==> src/rtl/lsx_pkg.sv <==
package lsx_pkg;
  localparam int RA_W  = 7;
  localparam int BC_W  = 3;
  localparam int OFS_W = 24;

  typedef enum logic {ST_IDLE, ST_XFER} lsx_state_e;

  typedef struct packed {
    logic            ok;
    logic            rel;
    logic            nf;
    logic            ld;
    logic [RA_W-1:0] ra;
    logic [BC_W-1:0] bc;
  } lsx_cmd_t;
endpackage

==> src/rtl/lsx_decode.sv <==
module lsx_decode
  import lsx_pkg::*;
#(
  parameter int MAX_BEATS = 4
) (
  input  logic [31:0] word0,
  output lsx_cmd_t    cmd
);
  logic opcode_hit;
  logic count_ok;

  always_comb begin
    opcode_hit = (word0[31:29] == 3'b111);
    count_ok   = (word0[BC_W-1:0] != '0) && (int'(word0[BC_W-1:0]) <= MAX_BEATS);
    cmd.ok  = opcode_hit && count_ok;
    cmd.rel = word0[28];
    cmd.nf  = word0[25];
    cmd.ld  = word0[24];
    cmd.ra  = word0[22:16];
    cmd.bc  = word0[BC_W-1:0];
  end
endmodule

==> src/rtl/lsx_agen.sv <==
module lsx_agen
  import lsx_pkg::*;
#(
  parameter int ADDR_W = 32
) (
  input  logic              rel,
  input  logic [31:0]       word1,
  input  logic [ADDR_W-1:0] base,
  output logic [ADDR_W-1:0] addr
);
  logic [ADDR_W-1:0] ofs_ext;

  generate
    if (ADDR_W > OFS_W) begin : g_ext
      assign ofs_ext = {{(ADDR_W-OFS_W){word1[OFS_W-1]}}, word1[OFS_W-1:0]};
    end else begin : g_trunc
      assign ofs_ext = word1[ADDR_W-1:0];
    end
  endgenerate

  assign addr = rel ? (base + ofs_ext) : word1[ADDR_W-1:0];
endmodule

==> src/rtl/lsx_seq.sv <==
module lsx_seq
  import lsx_pkg::*;
#(
  parameter int ADDR_W = 32
) (
  input  logic              clk,
  input  logic              rst_n,
  input  logic              take,
  input  lsx_cmd_t          cmd,
  input  logic [ADDR_W-1:0] start_addr,
  input  logic              src_io,
  input  logic              dst_io,
  input  logic              bus_ack,
  output logic              idle,
  output logic              xfer,
  output logic [ADDR_W-1:0] cur_addr,
  output logic [RA_W-1:0]   cur_reg,
  output logic              is_load,
  output logic              io_space,
  output logic              done,
  output logic              flush_req,
  output logic              illegal
);
  lsx_state_e      state;
  logic [BC_W-1:0] left;
  logic            flush_en;
  logic            beat;

  assign idle = (state == ST_IDLE);
  assign xfer = (state == ST_XFER);
  assign beat = xfer && bus_ack;

  always_ff @(posedge clk or negedge rst_n) begin
    if (!rst_n) begin
      state     <= ST_IDLE;
      left      <= '0;
      cur_addr  <= '0;
      cur_reg   <= '0;
      is_load   <= 1'b0;
      io_space  <= 1'b0;
      flush_en  <= 1'b0;
      done      <= 1'b0;
      flush_req <= 1'b0;
      illegal   <= 1'b0;
    end else begin
      done      <= 1'b0;
      flush_req <= 1'b0;
      illegal   <= 1'b0;
      if (idle && take) begin
        if (cmd.ok) begin
          state    <= ST_XFER;
          left     <= cmd.bc;
          cur_addr <= start_addr;
          cur_reg  <= cmd.ra;
          is_load  <= cmd.ld;
          io_space <= cmd.ld ? src_io : dst_io;
          flush_en <= !cmd.ld && !cmd.nf;
        end else begin
          illegal <= 1'b1;
        end
      end else if (beat) begin
        cur_addr <= cur_addr + 1'b1;
        cur_reg  <= cur_reg + 1'b1;
        left     <= left - 1'b1;
        if (left == BC_W'(1)) begin
          state     <= ST_IDLE;
          done      <= 1'b1;
          flush_req <= flush_en;
        end
      end
    end
  end
endmodule

==> src/rtl/lsx_unit.sv <==
module lsx_unit
  import lsx_pkg::*;
#(
  parameter int ADDR_W    = 32,
  parameter int DATA_W    = 8,
  parameter int MAX_BEATS = 4
) (
  input  logic              clk,
  input  logic              rst_n,
  input  logic              cmd_valid,
  output logic              cmd_ready,
  input  logic [31:0]       cmd_word0,
  input  logic [31:0]       cmd_word1,
  input  logic [ADDR_W-1:0] base_addr,
  input  logic              src_io,
  input  logic              dst_io,
  output logic              bus_req,
  input  logic              bus_ack,
  output logic [ADDR_W-1:0] bus_addr,
  output logic              bus_write,
  output logic              bus_io,
  output logic [DATA_W-1:0] bus_wdata,
  input  logic [DATA_W-1:0] bus_rdata,
  output logic [RA_W-1:0]   reg_addr,
  input  logic [DATA_W-1:0] reg_rdata,
  output logic              reg_we,
  output logic [DATA_W-1:0] reg_wdata,
  output logic              done,
  output logic              flush_req,
  output logic              illegal
);
  lsx_cmd_t          cmd;
  logic [ADDR_W-1:0] start_addr;
  logic              idle;
  logic              xfer;
  logic              is_load;

  lsx_decode #(.MAX_BEATS(MAX_BEATS)) u_dec (
    .word0 (cmd_word0),
    .cmd   (cmd)
  );

  lsx_agen #(.ADDR_W(ADDR_W)) u_agen (
    .rel   (cmd.rel),
    .word1 (cmd_word1),
    .base  (base_addr),
    .addr  (start_addr)
  );

  lsx_seq #(.ADDR_W(ADDR_W)) u_seq (
    .clk        (clk),
    .rst_n      (rst_n),
    .take       (cmd_valid),
    .cmd        (cmd),
    .start_addr (start_addr),
    .src_io     (src_io),
    .dst_io     (dst_io),
    .bus_ack    (bus_ack),
    .idle       (idle),
    .xfer       (xfer),
    .cur_addr   (bus_addr),
    .cur_reg    (reg_addr),
    .is_load    (is_load),
    .io_space   (bus_io),
    .done       (done),
    .flush_req  (flush_req),
    .illegal    (illegal)
  );

  assign cmd_ready = idle;
  assign bus_req   = xfer;
  assign bus_write = !is_load;
  assign bus_wdata = reg_rdata;
  assign reg_we    = xfer && bus_ack && is_load;
  assign reg_wdata = bus_rdata;
endmodule

==> config.mk <==
export PLATFORM = sky130hd
export DESIGN_NAME = lsx_unit
export DESIGN_NICKNAME = d
export VERILOG_FILES = /design/src/rtl/lsx_pkg.sv /design/src/rtl/lsx_decode.sv /design/src/rtl/lsx_agen.sv /design/src/rtl/lsx_seq.sv /design/src/rtl/lsx_unit.sv
export SDC_FILE = /design/constraint.sdc
export NUM_CORES = 1
export LEC_CHECK = 0
export BUFFER_PORTS_ARGS = -buffer_cell sky130_fd_sc_hd__buf_2
export CORE_ASPECT_RATIO = 1.5
export CORE_MARGIN = 5
export CORE_UTILIZATION = 45
export CTS_CLUSTER_DIAMETER = 50
export DETAILED_ROUTE_END_ITERATION = 8
export PLACE_DENSITY_LB_ADDON = 0.25
export SKIP_CTS_REPAIR_TIMING = 1
export SLEW_MARGIN = 10
export SYNTH_ARGS = -nofsm -noshare
export SYNTH_HDL_FRONTEND = slang
export SYNTH_SLANG_ARGS = --single-unit
==> constraint.sdc <==
create_clock -name clk -period 2.25 [get_ports clk]
set_input_delay 0.3375 -clock clk [delete_from_list [all_inputs] [get_ports clk]]
set_output_delay 0.3375 -clock clk [all_outputs]
set_load 0.03 [all_outputs]
==> flow_summary.yaml, run 1 <==
outcome:
  status: "finished with violations"
  violations: "setup timing"
clocking:
  cts_sinks: 49
  cts_max_level: 2
  cts_tree: "built"
  clock-root-buffer: "clkbuf_16"
  cts_inserted_buffers: 5
  clock_latency_ns: 0.29
  cts.clk_slew.worst_paths_ns: 0.07
  clockBufferDepth: 2
power_and_ir_drop:
  pwr-share-seq_pct: 28.3
  sw_frac_of_total_pct: 49.1
  vdd.ir_drop.worst_uv: 393
  power_frac_clock_pct: 14.3
  leakagePower_nw: 3.22
  power.density_nw_per_um2: 909
  p_switching_w: 0.00308
  combPwrFrac_pct: 57.3
  p_int_w: 0.00319
hold_path:
  hold_path.class: "in2async"
global_routing:
  top_usage_layer: "met2"
  grt-ovfl-total: 0
  grtUsageMet1_pct: 27.7
  grt_pass1_wl_um: 27300
  antenna_found_initial: 0
  use_met3_pct: 2.77
  use_met2_pct: 47.1
  track_usage_pct: 25.2
  grt_pass1_vias: 5905
  grt_max_degree: 32
synthesis:
  ys_ff_latch: 49
  synthesis.nets: 794
  synth_seq_area_share_pct: 24.9
  synth_top_area_cell: "dfrtp_1"
  ys.flop_type: "dfrtp_1"
  synth_enable_flop_cells: 0
  ys_warn_count: 0
  avgSynthCellArea_sq_um: 7.69
  syn-instance-count: 640
  synth_top_area_share_pct: 24.9
  async_flop_share_pct: 100
  synth_cell_types: 70
  synth.area.top_cells: "dfrtp_1, ha_1, a21oi_1"
  syn-cell-area_sq_um: 4920
final_layout:
  instances_no_fill: 1009
  nNetsFinal: 1018
  area_growth_syn_to_layout_pct: 40.3
  antenna_cells: 0
  drive_above_1_share_pct: 37.3
  fin_area_sq_um: 6900
  largest_reg_flops: 32
  utilization_pct: 64.8
critical_path:
  worst_ep_arrival_time_ns: 2.53
  crit_type: "in2reg"
  r2r_cells: 8
  end_kind: "flip-flop"
  critPathLaunchType: "primary input"
  cp_max_fo: 4
  crit_required_ns: 2.43
timing:
  hold_violations: 0
  drv_slew: 0
  fin_ws_ns: -0.102
  fmax_ghz: 0.425
  finalClockSkew_ns: 0.00787
  tightestPinTransition_ns: 0.537
  tns_ns: -0.653
  rsz0062_at_grt: "yes"
  layout_min_cycle_time_ns: 2.35
  holdWs_ns: 0.0240
  fin_crit_sh_pct: 105
  setup-violations-final: 9
  max_slew_margin_pct: 64.2
detailed_routing:
  vias: 5906
  drt.antenna.violating_nets: 0
  drc: 0
  wire_per_inst_um: 17.1
  viasPerCell: 5.85
  first_iter_violations: 361
  totalWireLength_um: 17300
  drtPass1Iterations: 5
placed_design:
  dpl_cell_area_sq_um: 6490
  io_buffers: 132
  dpl.cell_count: 996
  place_hpwl_um: 13600
  gp_congestion: 0.882
die:
  pin_count: 181
  fp.dieH_um: 138
  dieArea_sq_um: 13200
  core-area_sq_um: 10600
  row_count: 46
  dieWidth_um: 95.4
  start_util_pct: 46.2
job:
  max-cap-violations: 0
## metal layers
metal	up-vias	routed length (um)
li1	2842	-
met1	2796	6480
met2	212	9170
met3	56	885
met4	0	733
met5	-	0
## final timing paths
check | start | slack, ns | to
max | cmd_word1[0] | -0.10 | u_seq.cur_addr[26]
min | rst_n | 0.02 | u_seq.cur_reg[0]
max reg2reg | u_seq.cur_addr[6] | 0.15 | u_seq.cur_addr[22]
min reg2reg | u_seq.flush_en | 0.48 | u_seq.flush_en
max in group asynchronous | rst_n | 1.47 | u_seq.cur_addr[24]
min in group clk | cmd_word0[25] | 0.23 | u_seq.flush_en
## critical path: stages
cell and delay, ns:
buf_6 0.10, ha_4 0.15, fa_2 0.37, a211o_4 0.35, a211oi_4 0.24, or4_4 0.20, a31oi_4 0.13, a21o_2 0.25
a21boi_4 0.19, xnor2_1 0.14, o21ai_1 0.07
## cell usage after synthesis, drive strengths merged (15+ instances only)
library cell	n
buf	19
dfrtp	49
ha	35
a21oi	77
inv	15
nor3	25
nand2	55
a21o	18
a31oi	18
clkbuf	27
nor2	52
o21ai	49
a211oi	17
nand3	36
## logic make-up after synthesis
| group | after synthesis | share of synthesized area (%) |
|---|---|---|
| adders and majority gates | 36 | 9.31 |
| muxes | 11 | 2.31 |
| and+or+nand+nor | 221 | 21.8 |
| buffers and inverters | 61 | 6.33 |
| AOI/OAI and AO/OA | 240 | 31.4 |
| DFF | 49 | 24.9 |
| xor gates and xnor gates | 22 | 3.92 |
## through the flow
stage | setup WS [ns] | total power (W)
after detailed placement | -0.486 | 0.00526
after global placement | -0.461 | 0.00517
after CTS | -0.201 | 0.00617
after global routing | -0.180 | 0.00670
final | -0.102 | 0.00627
after floorplan | -0.200 | 0.00401
## layout by cell type (no fill, tap or decap), types with 12 or more instances in the layout
master / n
o21ai_0: 41
o22ai_1: 12
buf_4: 129
buf_2: 130
a31oi_1: 14
dfrtp_1: 48
nand4_1: 12
ha_1: 32
a21oi_1: 72
inv_1: 15
a211oi_1: 15
nand3_1: 36
nand2_1: 55
nor3_1: 25
a21o_1: 15
nor2_1: 49
## area by class of cell
| type | count | area [sq um] |
|---|---|---|
| sequential | 49 | 1230 |
| tap | 144 | 180 |
| clock buffer | 6 | 139 |
| timing repair buffer | 263 | 1660 |
| clock inverter | 2 | 37.5 |
| inverter | 15 | 56.3 |
| multi-input combinational | 530 | 3600 |
| fill | 939 | 3750 |
## power by group through the flow
stage | registers [W] | logic, W | clock network (W)
global placement | 0.00175 | 0.00342 | 0
floorplan | 0.00233 | 0.00168 | 0
global route | 0.00184 | 0.00392 | 0.000943
finish | 0.00178 | 0.00359 | 0.000898
CTS | 0.00176 | 0.00350 | 0.000905
detailed placement | 0.00178 | 0.00349 | 0
No activity file was read; power rests on OpenSTA's default activity.
==> run 2, diff against run 1 <==
--- a/config.mk
+++ b/config.mk
@@ -5,6 +5,7 @@
 export SDC_FILE = /design/constraint.sdc
 export NUM_CORES = 1
 export LEC_CHECK = 0
+export ABC_AREA = 1
 export BUFFER_PORTS_ARGS = -buffer_cell sky130_fd_sc_hd__buf_2
 export CORE_ASPECT_RATIO = 1.5
 export CORE_MARGIN = 5
==> flow_summary.yaml, run 2 <==
outcome:
  status: "completed"
global_routing:
  antenna_found_initial: 0
  grt-ovfl-total: 0
  grt_pass1_wl_um: 29300
  grt_max_degree: 71
  grtUsageMet1_pct: 25.2
  use_met2_pct: 42.7
  grt_pass1_vias: 6302
  top_usage_layer: "met2"
  track_usage_pct: 22.5
  use_met3_pct: 2.71
die:
  start_util_pct: 46.2
  dieArea_sq_um: 15800
  fp.dieH_um: 152
  row_count: 51
  core-area_sq_um: 13000
  dieWidth_um: 104
  pin_count: 181
timing:
  layout_min_cycle_time_ns: 1.92
  fin_crit_sh_pct: 85.4
  rsz0062_at_grt: "no"
  drv_slew: 0
  fmax_ghz: 0.521
  tightestPinTransition_ns: 0.709
  finalClockSkew_ns: 0.00741
  setup-violations-final: 0
  tns_ns: 0
  hold_violations: 0
  max_slew_margin_pct: 52.6
hold_path:
  worst_hold_startpoint: "cmd_word0[25]"
  hold_path.class: "in2reg"
  hold_end: "u_seq.flush_en"
  hold_depth: 2
detailed_routing:
  viasPerCell: 5.03
  totalWireLength_um: 17900
  first_iter_violations: 236
  drtPass1Iterations: 7
  drc: 0
  drt.antenna.violating_nets: 0
  wire_per_inst_um: 13.7
  vias: 6560
synthesis:
  synth.most_common_cell: "nand2_1"
  synth.area.top_cells: "dfrtp_1, nand2_1, nor2_1"
  ys_ff_latch: 49
  async_flop_share_pct: 100
  syn-instance-count: 1027
  synthesis.nets: 1181
  synth_commonest_cells: "nand2_1, nor2_1, inv_1, a21oi_1, dfrtp_1"
  synth_enable_flop_cells: 0
  ys_warn_count: 0
  synth_top_area_cell: "dfrtp_1"
  syn-cell-area_sq_um: 6010
  avgSynthCellArea_sq_um: 5.85
  synth_cell_types: 40
  synth_top_area_share_pct: 20.4
  synth_seq_area_share_pct: 20.4
  ys.flop_type: "dfrtp_1"
critical_path:
  end_kind: "flip-flop"
  crit_required_ns: 2.43
  crit_type: "in2reg"
  reg2reg_from: "u_seq.cur_addr[0]"
  critPathLaunchType: "primary input"
  worst_ep_arrival_time_ns: 2.10
  r2r_cells: 11
  reg2reg_slack_ns: 0.37
  cp_max_fo: 4
  timing.rr.end: "u_seq.cur_addr[30]"
final_layout:
  area_growth_syn_to_layout_pct: 15.7
  drive_above_1_share_pct: 17.1
  largest_reg_flops: 32
  antenna_cells: 0
  layout_common_cells: "nand2_1, nor2_1, inv_1, buf_2, a21oi_1"
  final_common_cell: "nand2_1"
  nNetsFinal: 1297
clocking:
  cts_max_level: 2
  cts_inserted_buffers: 5
  cts_sinks: 49
  cts_tree: "built"
  clockBufferDepth: 2
  clock-root-buffer: "clkbuf_16"
  clock_latency_ns: 0.29
  cts.clk_slew.worst_paths_ns: 0.07
power_and_ir_drop:
  power.density_nw_per_um2: 966
  combPwrFrac_pct: 60.0
  leakagePower_nw: 3.90
  p_total_w: 0.00671
  pwr-share-seq_pct: 26.8
  vdd.ir_drop.worst_uv: 451
  p_int_w: 0.00316
  power_frac_clock_pct: 13.2
  sw_frac_of_total_pct: 52.9
  p_switching_w: 0.00355
job:
  max-cap-violations: 0
placed_design:
  place_hpwl_um: 14800
  gp_congestion: 0.918
  io_buffers: 132
-- run 2: cell count changes after synthesis, moves of 12 or more --
| cell | previous run | this run |
|---|---|---|
| nor2_1 | 51 | 156 |
| xor2_1 | 12 | 30 |
| o21ai_0 | 47 | 29 |
| nand2_1 | 55 | 319 |
| nor3_1 | 25 | 13 |
| a211oi_1 | 16 | 0 |
| inv_1 | 15 | 149 |
| a21o_1 | 15 | 1 |
| clkbuf_1 | 25 | 8 |
-- run 2: how the worst max path moves through the flow --
| stage | end | start | depth (start not counted) |
|---|---|---|---|
| floorplan | u_seq.cur_addr[14] | cmd_word1[0] | 11 |
| global placement | u_seq.cur_addr[30] | cmd_word1[0] | 15 |
| detailed placement | u_seq.cur_addr[14] | cmd_word1[0] | 12 |
| CTS | u_seq.cur_addr[22] | cmd_word1[0] | 14 |
| global route | u_seq.cur_addr[14] | cmd_word1[0] | 12 |
| finish | u_seq.cur_addr[14] | cmd_word1[0] | 12 |
-- run 2: routing by layer --
metal	wire length [um]	vias up
li1	-	3418
met1	7090	2943
met2	9350	163
met4	670	0
met5	0	-
met3	738	36
-- run 2: cell type report --
| cell class | count | area (sq um) |
|---|---|---|
| repair buffers | 149 | 828 |
| clock buffers | 7 | 143 |
| flip-flops and latches | 49 | 1230 |
| fillers | 1452 | 6070 |
| inverters | 156 | 586 |
| multi-input cells | 782 | 3940 |
| clock inverters | 1 | 30.0 |
| well taps | 159 | 199 |
-- run 2: critical path: stages --
cell and delay, ns:
buf_2 0.10, ha_1 0.22, fa_1 0.39, nand3_1 0.09
nand3_1 0.16, nand2_1 0.10, nand2_1 0.08, nand2_1 0.07
nand2_1 0.14, xor2_1 0.17, o21ai_0 0.15, a21oi_1 0.08
-- run 2: cells by family after synthesis --
| logic type | count (synthesis) | share of synthesized area (%) |
|---|---|---|
| simple gates | 576 | 40.2 |
| buf+inv | 196 | 14.1 |
| compound gates | 127 | 11.4 |
| flops | 49 | 20.4 |
| xor+xnor | 43 | 6.27 |
| fa+ha+maj | 36 | 7.62 |
-- run 2: power by group through the flow --
stage | clock network [W] | registers, W | logic (W)
finish | 0.000884 | 0.00180 | 0.00403
global route | 0.000949 | 0.00187 | 0.00448
CTS | 0.000906 | 0.00179 | 0.00406
detailed placement | 0 | 0.00180 | 0.00405
global placement | 0 | 0.00179 | 0.00402
floorplan | 0 | 0.00241 | 0.00232
-- run 2: stage by stage --
| step | area, sq um | cells | utilization (%) | worst slack, ns | hold slack (ns) |
|---|---|---|---|---|---|
| after floorplan | 6010 | 1027 | - | 0.343 | 0.0419 |
| after global placement | 6770 | 1294 | 52.0 | 0.0444 | 0.241 |
| after detailed placement | 6770 | 1294 | 52.0 | 0.0212 | 0.242 |
| after CTS | 6940 | 1302 | 53.3 | 0.337 | -0.0771 |
| after global routing | 6950 | 1303 | 53.4 | 0.0790 | 0.236 |
| final | 6950 | 1303 | 53.4 | 0.329 | 0.245 |
==> run 3, diff against run 2 <==
--- a/config.mk
+++ b/config.mk
@@ -5,10 +5,8 @@
 export SDC_FILE = /design/constraint.sdc
 export NUM_CORES = 1
 export LEC_CHECK = 0
-export ABC_AREA = 1
 export BUFFER_PORTS_ARGS = -buffer_cell sky130_fd_sc_hd__buf_2
 export CORE_ASPECT_RATIO = 1.5
-export CORE_MARGIN = 5
 export CORE_UTILIZATION = 45
 export CTS_CLUSTER_DIAMETER = 50
 export DETAILED_ROUTE_END_ITERATION = 8
==> flow_summary.yaml, run 3 (synthesis results as in run 1) <==
die:
  pin_count: 181
  fp.dieH_um: 130
  core-area_sq_um: 10600
  dieArea_sq_um: 11400
  row_count: 46
  dieWidth_um: 87.4
  start_util_pct: 46.5
clocking:
  cts.clk_slew.worst_paths_ns: 0.07
  clock_latency_ns: 0.30
  cts_sinks: 49
  cts_inserted_buffers: 5
  clockBufferDepth: 2
  clock-root-buffer: "clkbuf_16"
  cts_max_level: 2
  cts_tree: "built"
detailed_routing:
  totalWireLength_um: 17400
  first_iter_violations: 405
  drtPass1Iterations: 5
  drc: 0
  viasPerCell: 5.93
  drt.antenna.violating_nets: 0
  vias: 6015
  wire_per_inst_um: 17.1
timing:
  max_slew_margin_pct: 61.9
  rsz0062_at_grt: "yes"
  drv_slew: 0
  layout_min_cycle_time_ns: 2.38
  fin_crit_sh_pct: 106
  setup-violations-final: 8
  hold_violations: 0
  finalClockSkew_ns: 0.00697
  holdWs_ns: 0.226
  fin_ws_ns: -0.133
  tns_ns: -0.511
  fmax_ghz: 0.420
  tightestPinTransition_ns: 0.571
global_routing:
  antenna_found_initial: 0
  grt_pass1_vias: 5797
  grt-ovfl-total: 0
  grt_pass1_wl_um: 26200
  track_usage_pct: 29.3
  grt_max_degree: 31
final_layout:
  nNetsFinal: 1023
  layout_common_cells: "buf_4, buf_2, a21oi_1, nand2_1, dfrtp_1"
  drive_above_1_share_pct: 39.8
  largest_reg_flops: 32
  fin_area_sq_um: 7080
  area_growth_syn_to_layout_pct: 44.0
  final_common_cell: "buf_4"
  antenna_cells: 0
power_and_ir_drop:
  vdd.ir_drop.worst_uv: 385
  leakagePower_nw: 3.24
  power.density_nw_per_um2: 879
critical_path:
  crit_required_ns: 2.44
  cp_max_fo: 4
  end_kind: "flip-flop"
  critPathLaunchType: "primary input"
  reg2reg_from: "u_seq.cur_addr[7]"
  reg2reg_slack_ns: 0.14
  crit_start: "cmd_word1[0]"
  crit_type: "in2reg"
  worst_ep_arrival_time_ns: 2.57
  endpoint: "u_seq.cur_addr[24]"
  r2r_cells: 8
  timing.rr.end: "u_seq.cur_addr[22]"
job:
  max-cap-violations: 0
placed_design:
  dpl_cell_area_sq_um: 6520
  io_buffers: 132
  gp_congestion: 0.934
  place_hpwl_um: 13300
hold_path:
  hold_path.class: "in2reg"
outcome:
  status: "finished with violations"
  violations: "setup timing"
-- run 3: how the worst min path moves through the flow --
stage / start / end / depth (start not counted)
after global routing: cmd_word0[25] / u_seq.flush_en / 2
after floorplan: rst_n / u_seq.cur_addr[0] / 0
after global placement: rst_n / u_seq.cur_addr[0] / 1
after CTS: rst_n / u_seq.is_load / 1
after detailed placement: rst_n / u_seq.cur_reg[3] / 1
final: cmd_word0[25] / u_seq.flush_en / 2
-- run 3: cell type report --
class	count	area, sq um
Multi-Input combinational cell	530	3770
Fill cell	938	3510
Timing Repair Buffer	268	1710
Sequential cell	49	1230
Tap cell	144	180
Clock buffer	8	136
Inverter	15	56.3
-- run 3: layer usage --
metal | routed length [um] | global-route usage (%) | up-vias
li1 | - | - | 2856
met1 | 6260 | 31.0 | 2813
met2 | 9330 | 54.4 | 270
met3 | 869 | 2.91 | 76
met4 | 920 | 19.0 | 0
met5 | 0 | 0 | -
-- run 3: stage by stage --
| stage | setup slack [ns] | utilization (%) | power, W | instances |
|---|---|---|---|---|
| after floorplan | -0.200 | - | 0.00401 | 640 |
| after global placement | -0.437 | 61.6 | 0.00518 | 1000 |
| after detailed placement | -0.464 | 61.6 | 0.00528 | 1000 |
| after CTS | -0.168 | 62.9 | 0.00604 | 1008 |
| after global routing | -0.210 | 66.9 | 0.00662 | 1014 |
| final | -0.133 | 66.9 | 0.00623 | 1014 |
-- run 3: power by group --
group	internal, W	switching [W]
registers	0.00127	0.000499
clock network	0.000415	0.000339
logic	0.00142	0.00228
-- run 3: critical path, stage by stage --
cell      delay (ns)
buf_8           0.10
ha_4            0.16
fa_2            0.36
a211o_4         0.35
a211oi_4        0.23
or4_4           0.19
a31oi_4         0.11
buf_6           0.16
a31oi_4         0.19
o21ai_2         0.08
xnor2_1         0.20
o21ai_1         0.08
